### config.mk
export PLATFORM = sky130hd
export DESIGN_NAME = uart_line_watch
export DESIGN_NICKNAME = d
export VERILOG_FILES = /design/src/rtl/uart_lw_pkg.sv /design/src/rtl/uart_lw_framelen.sv /design/src/rtl/uart_lw_level.sv /design/src/rtl/uart_lw_break.sv /design/src/rtl/uart_lw_idle.sv /design/src/rtl/uart_line_watch.sv
export SDC_FILE = /design/constraint.sdc
export NUM_CORES = 1
export LEC_CHECK = 0
export ABC_AREA = 0
export BUFFER_PORTS_ARGS = -buffer_cell sky130_fd_sc_hd__buf_2
export CAP_MARGIN = 20
export CORE_UTILIZATION = 55
export CTS_BUF_LIST = sky130_fd_sc_hd__clkbuf_2
export CTS_CLUSTER_SIZE = 12
export DETAILED_ROUTE_END_ITERATION = 6
export PLACE_DENSITY = 0.74
export SETUP_SLACK_MARGIN = 0.5
export SKIP_CTS_REPAIR_TIMING = 1
export SLEW_MARGIN = 20
export SYNTH_ARGS = -nofsm -noshare
export SYNTH_HDL_FRONTEND = slang
export SYNTH_SLANG_ARGS = --single-unit
### constraint.sdc
create_clock -name clk -period 9 [get_ports clk]
set_clock_uncertainty 0.15 [all_clocks]
set_input_delay 0.45 -clock clk [delete_from_list [all_inputs] [get_ports clk]]
set_output_delay 0.45 -clock clk [all_outputs]
set_load 0.02 [all_outputs]
### src/rtl/uart_lw_pkg.sv
package uart_lw_pkg;

  typedef enum logic [1:0] {
    STOP_NONE     = 2'd0,
    STOP_HALF     = 2'd1,
    STOP_ONE      = 2'd2,
    STOP_ONE_HALF = 2'd3
  } stop_len_e;

  localparam int HALF_W = 6;

  // Frame span counted in half-bit units: start, data and parity bits count
  // two halves each; the stop code already equals its own half count.
  function automatic logic [HALF_W-1:0] frame_halves(
      input logic [3:0] data_bits,
      input logic       parity_en,
      input stop_len_e  stop_len);
    logic [HALF_W-1:0] whole;
    whole = HALF_W'(data_bits) + HALF_W'(1) + HALF_W'(parity_en);
    return HALF_W'(whole << 1) + HALF_W'(stop_len);
  endfunction

endpackage

### src/rtl/uart_lw_framelen.sv
module uart_lw_framelen
  import uart_lw_pkg::*;
#(
  parameter int CPB_W = 8,
  parameter int CNT_W = CPB_W + 5
) (
  input  logic             clk,
  input  logic [CPB_W-1:0] cpb_i,
  input  logic [3:0]       data_bits_i,
  input  logic             parity_en_i,
  input  logic [1:0]       stop_sel_i,
  output logic [CNT_W-1:0] frame_len_o
);

  localparam int PROD_W = CPB_W + HALF_W;

  logic [HALF_W-1:0] halves;
  logic [PROD_W-1:0] prod;
  logic [PROD_W-1:0] rounded;

  assign halves  = frame_halves(data_bits_i, parity_en_i, stop_len_e'(stop_sel_i));
  assign prod    = PROD_W'(cpb_i) * PROD_W'(halves);
  // Half-bit product divided by two, rounded up.
  assign rounded = (prod + PROD_W'(1)) >> 1;

  // Format inputs are quasi-static; one pipeline register keeps the
  // multiplier out of the timer compare paths.
  always_ff @(posedge clk) begin
    frame_len_o <= rounded[CNT_W-1:0];
  end

endmodule

### src/rtl/uart_lw_level.sv
module uart_lw_level #(
  parameter int SYNC_STAGES = 2
) (
  input  logic clk,
  input  logic rst,
  input  logic line_i,
  input  logic invert_i,
  output logic lvl_o,
  output logic rise_o,
  output logic fall_o
);

  logic pol;
  logic lvl_q;
  logic prev_q;

  assign pol = line_i ^ invert_i;

  generate
    if (SYNC_STAGES <= 1) begin : g_single
      always_ff @(posedge clk) begin
        if (rst) lvl_q <= 1'b1;
        else     lvl_q <= pol;
      end
    end else begin : g_chain
      logic [SYNC_STAGES-1:0] chain;
      always_ff @(posedge clk) begin
        if (rst) chain <= '1;
        else     chain <= {chain[SYNC_STAGES-2:0], pol};
      end
      assign lvl_q = chain[SYNC_STAGES-1];
    end
  endgenerate

  always_ff @(posedge clk) begin
    if (rst) prev_q <= 1'b1;
    else     prev_q <= lvl_q;
  end

  assign lvl_o  = lvl_q;
  assign rise_o = lvl_q & ~prev_q;
  assign fall_o = ~lvl_q & prev_q;

endmodule

### src/rtl/uart_lw_break.sv
module uart_lw_break #(
  parameter int CNT_W = 13
) (
  input  logic             clk,
  input  logic             rst,
  input  logic             lvl_i,
  input  logic             rise_i,
  input  logic             fall_i,
  input  logic [CNT_W-1:0] frame_len_i,
  output logic             break_o
);

  localparam logic [CNT_W-1:0] CNT_MAX = '1;

  logic [CNT_W-1:0] low_cnt;

  always_ff @(posedge clk) begin
    if (rst) begin
      low_cnt <= '0;
      break_o <= 1'b0;
    end else begin
      break_o <= rise_i && (low_cnt >= frame_len_i);
      if (fall_i)
        low_cnt <= CNT_W'(1);
      else if (!lvl_i && low_cnt != CNT_MAX)
        low_cnt <= low_cnt + CNT_W'(1);
    end
  end


  no_wrap_chk: assert property (@(posedge clk) disable iff (rst)
    (!lvl_i && !fall_i) |=> (low_cnt >= $past(low_cnt)));


  brk_single_chk: assert property (@(posedge clk) disable iff (rst)
    break_o |=> !break_o);

endmodule

### src/rtl/uart_lw_idle.sv
module uart_lw_idle #(
  parameter int CNT_W = 13
) (
  input  logic             clk,
  input  logic             rst,
  input  logic             lvl_i,
  input  logic [CNT_W-1:0] frame_len_i,
  input  logic             hint_i,
  input  logic [CNT_W:0]   age_i,
  output logic             idle_o
);

  localparam int REM_W = CNT_W + 1;

  logic             running;
  logic [REM_W-1:0] remain;
  logic [REM_W-1:0] span;
  logic [REM_W-1:0] twice;
  logic [REM_W-1:0] first_load;
  logic [REM_W-1:0] hint_load;

  assign span       = {1'b0, frame_len_i};
  assign twice      = {frame_len_i, 1'b0};
  assign first_load = (span > REM_W'(1)) ? span - REM_W'(1) : REM_W'(1);
  // Next pulse sits one frame after the received frame's nominal end.
  assign hint_load  = (age_i >= twice) ? REM_W'(1) : twice - age_i;

  always_ff @(posedge clk) begin
    if (rst) begin
      running <= 1'b0;
      remain  <= '0;
      idle_o  <= 1'b0;
    end else begin
      idle_o <= 1'b0;
      if (!lvl_i) begin
        running <= 1'b0;
      end else if (hint_i) begin
        running <= 1'b1;
        remain  <= hint_load;
      end else if (!running) begin
        running <= 1'b1;
        remain  <= first_load;
      end else if (remain == REM_W'(1)) begin
        idle_o <= 1'b1;
        remain <= span;
      end else begin
        remain <= remain - REM_W'(1);
      end
    end
  end


  remain_live_chk: assert property (@(posedge clk) disable iff (rst)
    running |-> (remain != '0));


  idle_high_chk: assert property (@(posedge clk) disable iff (rst)
    idle_o |-> $past(lvl_i));


  idle_single_chk: assert property (@(posedge clk) disable iff (rst)
    (idle_o && frame_len_i > CNT_W'(1)) |=> !idle_o);

endmodule

### src/rtl/uart_line_watch.sv
module uart_line_watch #(
  parameter int CPB_W       = 8,
  parameter int SYNC_STAGES = 2,
  localparam int CNT_W      = CPB_W + 5
) (
  input  logic             clk,
  input  logic             rst,
  input  logic             line_i,
  input  logic             invert_i,
  input  logic [CPB_W-1:0] clks_per_bit_i,
  input  logic [3:0]       data_bits_i,
  input  logic             parity_en_i,
  input  logic [1:0]       stop_sel_i,
  input  logic             frame_done_i,
  input  logic [CNT_W:0]   frame_age_i,
  output logic             break_o,
  output logic             idle_o
);

  logic [CNT_W-1:0] frame_len;
  logic             lvl;
  logic             rise;
  logic             fall;

  uart_lw_framelen #(.CPB_W(CPB_W), .CNT_W(CNT_W)) u_len (
    .clk         (clk),
    .cpb_i       (clks_per_bit_i),
    .data_bits_i (data_bits_i),
    .parity_en_i (parity_en_i),
    .stop_sel_i  (stop_sel_i),
    .frame_len_o (frame_len)
  );

  uart_lw_level #(.SYNC_STAGES(SYNC_STAGES)) u_level (
    .clk      (clk),
    .rst      (rst),
    .line_i   (line_i),
    .invert_i (invert_i),
    .lvl_o    (lvl),
    .rise_o   (rise),
    .fall_o   (fall)
  );

  uart_lw_break #(.CNT_W(CNT_W)) u_break (
    .clk         (clk),
    .rst         (rst),
    .lvl_i       (lvl),
    .rise_i      (rise),
    .fall_i      (fall),
    .frame_len_i (frame_len),
    .break_o     (break_o)
  );

  uart_lw_idle #(.CNT_W(CNT_W)) u_idle (
    .clk         (clk),
    .rst         (rst),
    .lvl_i       (lvl),
    .frame_len_i (frame_len),
    .hint_i      (frame_done_i),
    .age_i       (frame_age_i),
    .idle_o      (idle_o)
  );


  excl_pulse_chk: assert property (@(posedge clk) disable iff (rst)
    !(break_o && idle_o));

endmodule

==> impl_metrics.env <==
export IMPL_fmax_mhz=187
export IMPL_hold_end="u_level.g_chain.chain[0]$_SDFF_PP1_"
export IMPL_place_congestion=0.974
export IMPL_antenna_found_initial=0
export IMPL_stdcell_count=807
export IMPL_synth_top_area_share_pct=17.5
export IMPL_wl_met2_um=6220
export IMPL_tightest_slew_ns=0.973
export IMPL_fin_crit_ns=5.35
export IMPL_p_leak_nw=2.54
export IMPL_endpoint_kind="register"
export IMPL_hold_viol_final=0
export IMPL_fin_nets=797
export IMPL_fin_area_um2=5580
export IMPL_ant_nets=0
export IMPL_clockBufferDepth=2
export IMPL_io_buffers=35
export IMPL_power_mw=1.33
export IMPL_layout_drive_gt1_share_pct=8.55
export IMPL_cts_max_level=2
export IMPL_synthesis_nets=773
export IMPL_syn_inst=653
export IMPL_vdd_drop_max_v=0.0000917
export IMPL_r2r_start="u_len.frame_len_o[0]$_DFF_P_"
export IMPL_post_route_period_util_pct=59.5
export IMPL_dpl_cell_count=799
export IMPL_ff2ff_path_depth=8
export IMPL_hold_depth=3
export IMPL_fin_hold_ws_ns=0.0579
export IMPL_syn2layout_area_growth_pct=5.91
export IMPL_pin_count=36
export IMPL_cts_root_buf="clkbuf_2"
export IMPL_route_detailed_drc=0
export IMPL_fp_dieW_um=99.9
export IMPL_diodes=0
export IMPL_overflow=0
export IMPL_arrival_ns=5.57
export IMPL_grt_usage_pct=27.1
export IMPL_highest_layer="met4"
export IMPL_dpl_cell_area_um2=5520
export IMPL_yosys_warnings=0
export IMPL_path_cells="buf_2, inv_1, ha_1, inv_1, ha_1, ha_1, nor2b_1, o21ai_0, nand2_1, a21oi_1, nor2b_1, fa_1, inv_1, fa_1, fa_1, inv_1, ha_1, a2111oi_0, o21ai_0, a41o_1, o311ai_0"
export IMPL_start_kind="input pin"
export IMPL_min_path_type="in2reg"
export IMPL_min_from="line_i"
export IMPL_cpPeakStageDelay_ns=0.56
export IMPL_ys_seq_elements=46
export IMPL_wl_met3_um=681
export IMPL_die_h_um=99.9
export IMPL_wl_um=12900
export IMPL_first_global_vias=4569
export IMPL_required_ns=9.22
export IMPL_clk_latency_ns=0.44
export IMPL_start_util_pct=56.8
export IMPL_synth_main_ff_cell="dfxtp_1"
export IMPL_synth_area_um2=5270
export IMPL_final_common_cell="inv_1"
export IMPL_met1_length_um=5700
export IMPL_ys_types=74
export IMPL_syn_avg_cell_area_um2=8.07
export IMPL_drtIter0Drc=377
export IMPL_max_cap_violations=0
export IMPL_cts_tree="done"
export IMPL_synth_seq_area_share_pct=17.5
export IMPL_crit_fanout=8
export IMPL_ff2ff_setup_slack_ns=5.71
export IMPL_mostFrequentLayoutCells="inv_1 (77), ha_1 (60), nand2_1 (52)"
export IMPL_via_count=4863
export IMPL_r2r_end="u_idle.remain[11]$_SDFFE_PP0P_"
export IMPL_die_area_um2=9980
export IMPL_setup_ws_ns=3.65
export IMPL_clkSlewWorstSetupHoldPaths_ns=0.26
export IMPL_tns_ns=0
export IMPL_hpwl_um=10300
export IMPL_status="complete, no violations"
export IMPL_drt_vias_per_instance=6.03
export IMPL_synth_edff_count=0
export IMPL_coreArea_um2=9280
export IMPL_yosys_area_top_type="dfxtp_1"
export IMPL_slew_viol_final=0
export IMPL_drt_first_pass_iters=6
export IMPL_slew_limit_headroom_pct=34.3
export IMPL_grt_pass1_wl_um=21800
export IMPL_power_density_nw_per_um2=238
export IMPL_synthTopCellsByArea="dfxtp_1 (17%), ha_1 (14%), fa_1 (9.9%)"
export IMPL_crit_type="in2reg"
export IMPL_grt_setup_unrepaired="false"
export IMPL_post_place_ws_ns=3.21
export IMPL_grt_max_degree=21
export IMPL_cts_buffers=5
export IMPL_routedWlPerCell_um=16.0
export IMPL_ys_async_sr_fraction_pct=0
export IMPL_crit_slowest_cell="fa_1"
export IMPL_clock_sinks=46
export IMPL_rows=35
export IMPL_setup_violations=0
export IMPL_finish_utilization_pct=60.1
-- report_power, final --
part	internal, mW	leakage [nW]	total [mW]	switching (mW)
Sequential	0.249	0.378	0.342	0.0925
Clock	0.0476	0.0433	0.119	0.0717
Combinational	0.369	2.12	0.870	0.501
-- logic make-up (layout without fill, tap and decap cells) --
| family | count (synthesis) | after routing | share of synthesized area [%] |
|---|---|---|---|
| AO/OA/AOI/OAI | 159 | 159 | 21.5 |
| XOR/XNOR | 36 | 36 | 5.98 |
| adder cells (fa/ha/maj) | 86 | 86 | 24.1 |
| buffers and inverters | 95 | 120 | 7.26 |
| flip-flops | 46 | 46 | 17.5 |
| multiplexers | 4 | 4 | 0.807 |
| AND/OR/NAND/NOR | 227 | 227 | 22.8 |
-- area by class of cell --
| class | count | area, µm² |
|---|---|---|
| clock buffers | 5 | 25.0 |
| flip-flops and latches | 46 | 921 |
| well taps | 129 | 161 |
| clock inverters | 3 | 43.8 |
| inverters | 77 | 289 |
| fillers | 878 | 3700 |
| repair buffers | 35 | 175 |
| multi-input cells | 512 | 3970 |
-- worst max-delay path, delay by kind of cell --
family	cells	cell delay [ns]
fa+ha+maj	7	2.61
simple gates	3	0.37
compound gates	6	1.86
buf+inv	5	0.26
-- how the worst max path moves through the flow --
stage               slack (ns)                            end      startpoint
floorplan                 3.78  u_len.frame_len_o[12]$_DFF_P_  data_bits_i[0]
global placement          3.39  u_len.frame_len_o[12]$_DFF_P_  data_bits_i[0]
detailed placement        3.21  u_len.frame_len_o[12]$_DFF_P_  data_bits_i[0]
CTS                       3.70  u_len.frame_len_o[12]$_DFF_P_  data_bits_i[0]
global route              3.39  u_len.frame_len_o[12]$_DFF_P_     parity_en_i
finish                    3.65  u_len.frame_len_o[12]$_DFF_P_  data_bits_i[0]
-- sequential cells by signal (all words and copies together) (netlist names) --
| signal | count |
|---|---|
| u_len.frame_len_o | 13 |
| u_level.prev_q | 1 |
| u_idle.remain | 14 |
| u_level.g_chain.chain | 2 |
| u_break.break_o | 1 |
| u_idle.idle_o | 1 |
| u_idle.running | 1 |
| u_break.low_cnt | 13 |
-- routing by layer --
layer / vias to the layer above / GRT usage, %
met5: - / 0
met2: 152 / 47.7
met3: 26 / 3.41
li1: 2393 / -
met1: 2292 / 34.3
met4: 0 / 8.60
-- synthesized netlist by cell type, drive strengths merged, types with 5 or more instances --
cell type  instances
ha                60
a21o              12
clkbuf            12
dfxtp             46
nand2b            10
and2              25
or4                8
a2111oi            5
nand2             52
nand3              9
nand4              8
nor3              21
and3               7
a21oi             26
nor2b             13
xnor2             22
a211oi             7
o211ai             9
o21a               6
inv               77
nor2              42
buf                6
a31oi              7
o21ai             31
fa                26
xor2              14
nor4              11
(Power assumes the default switching activity.)
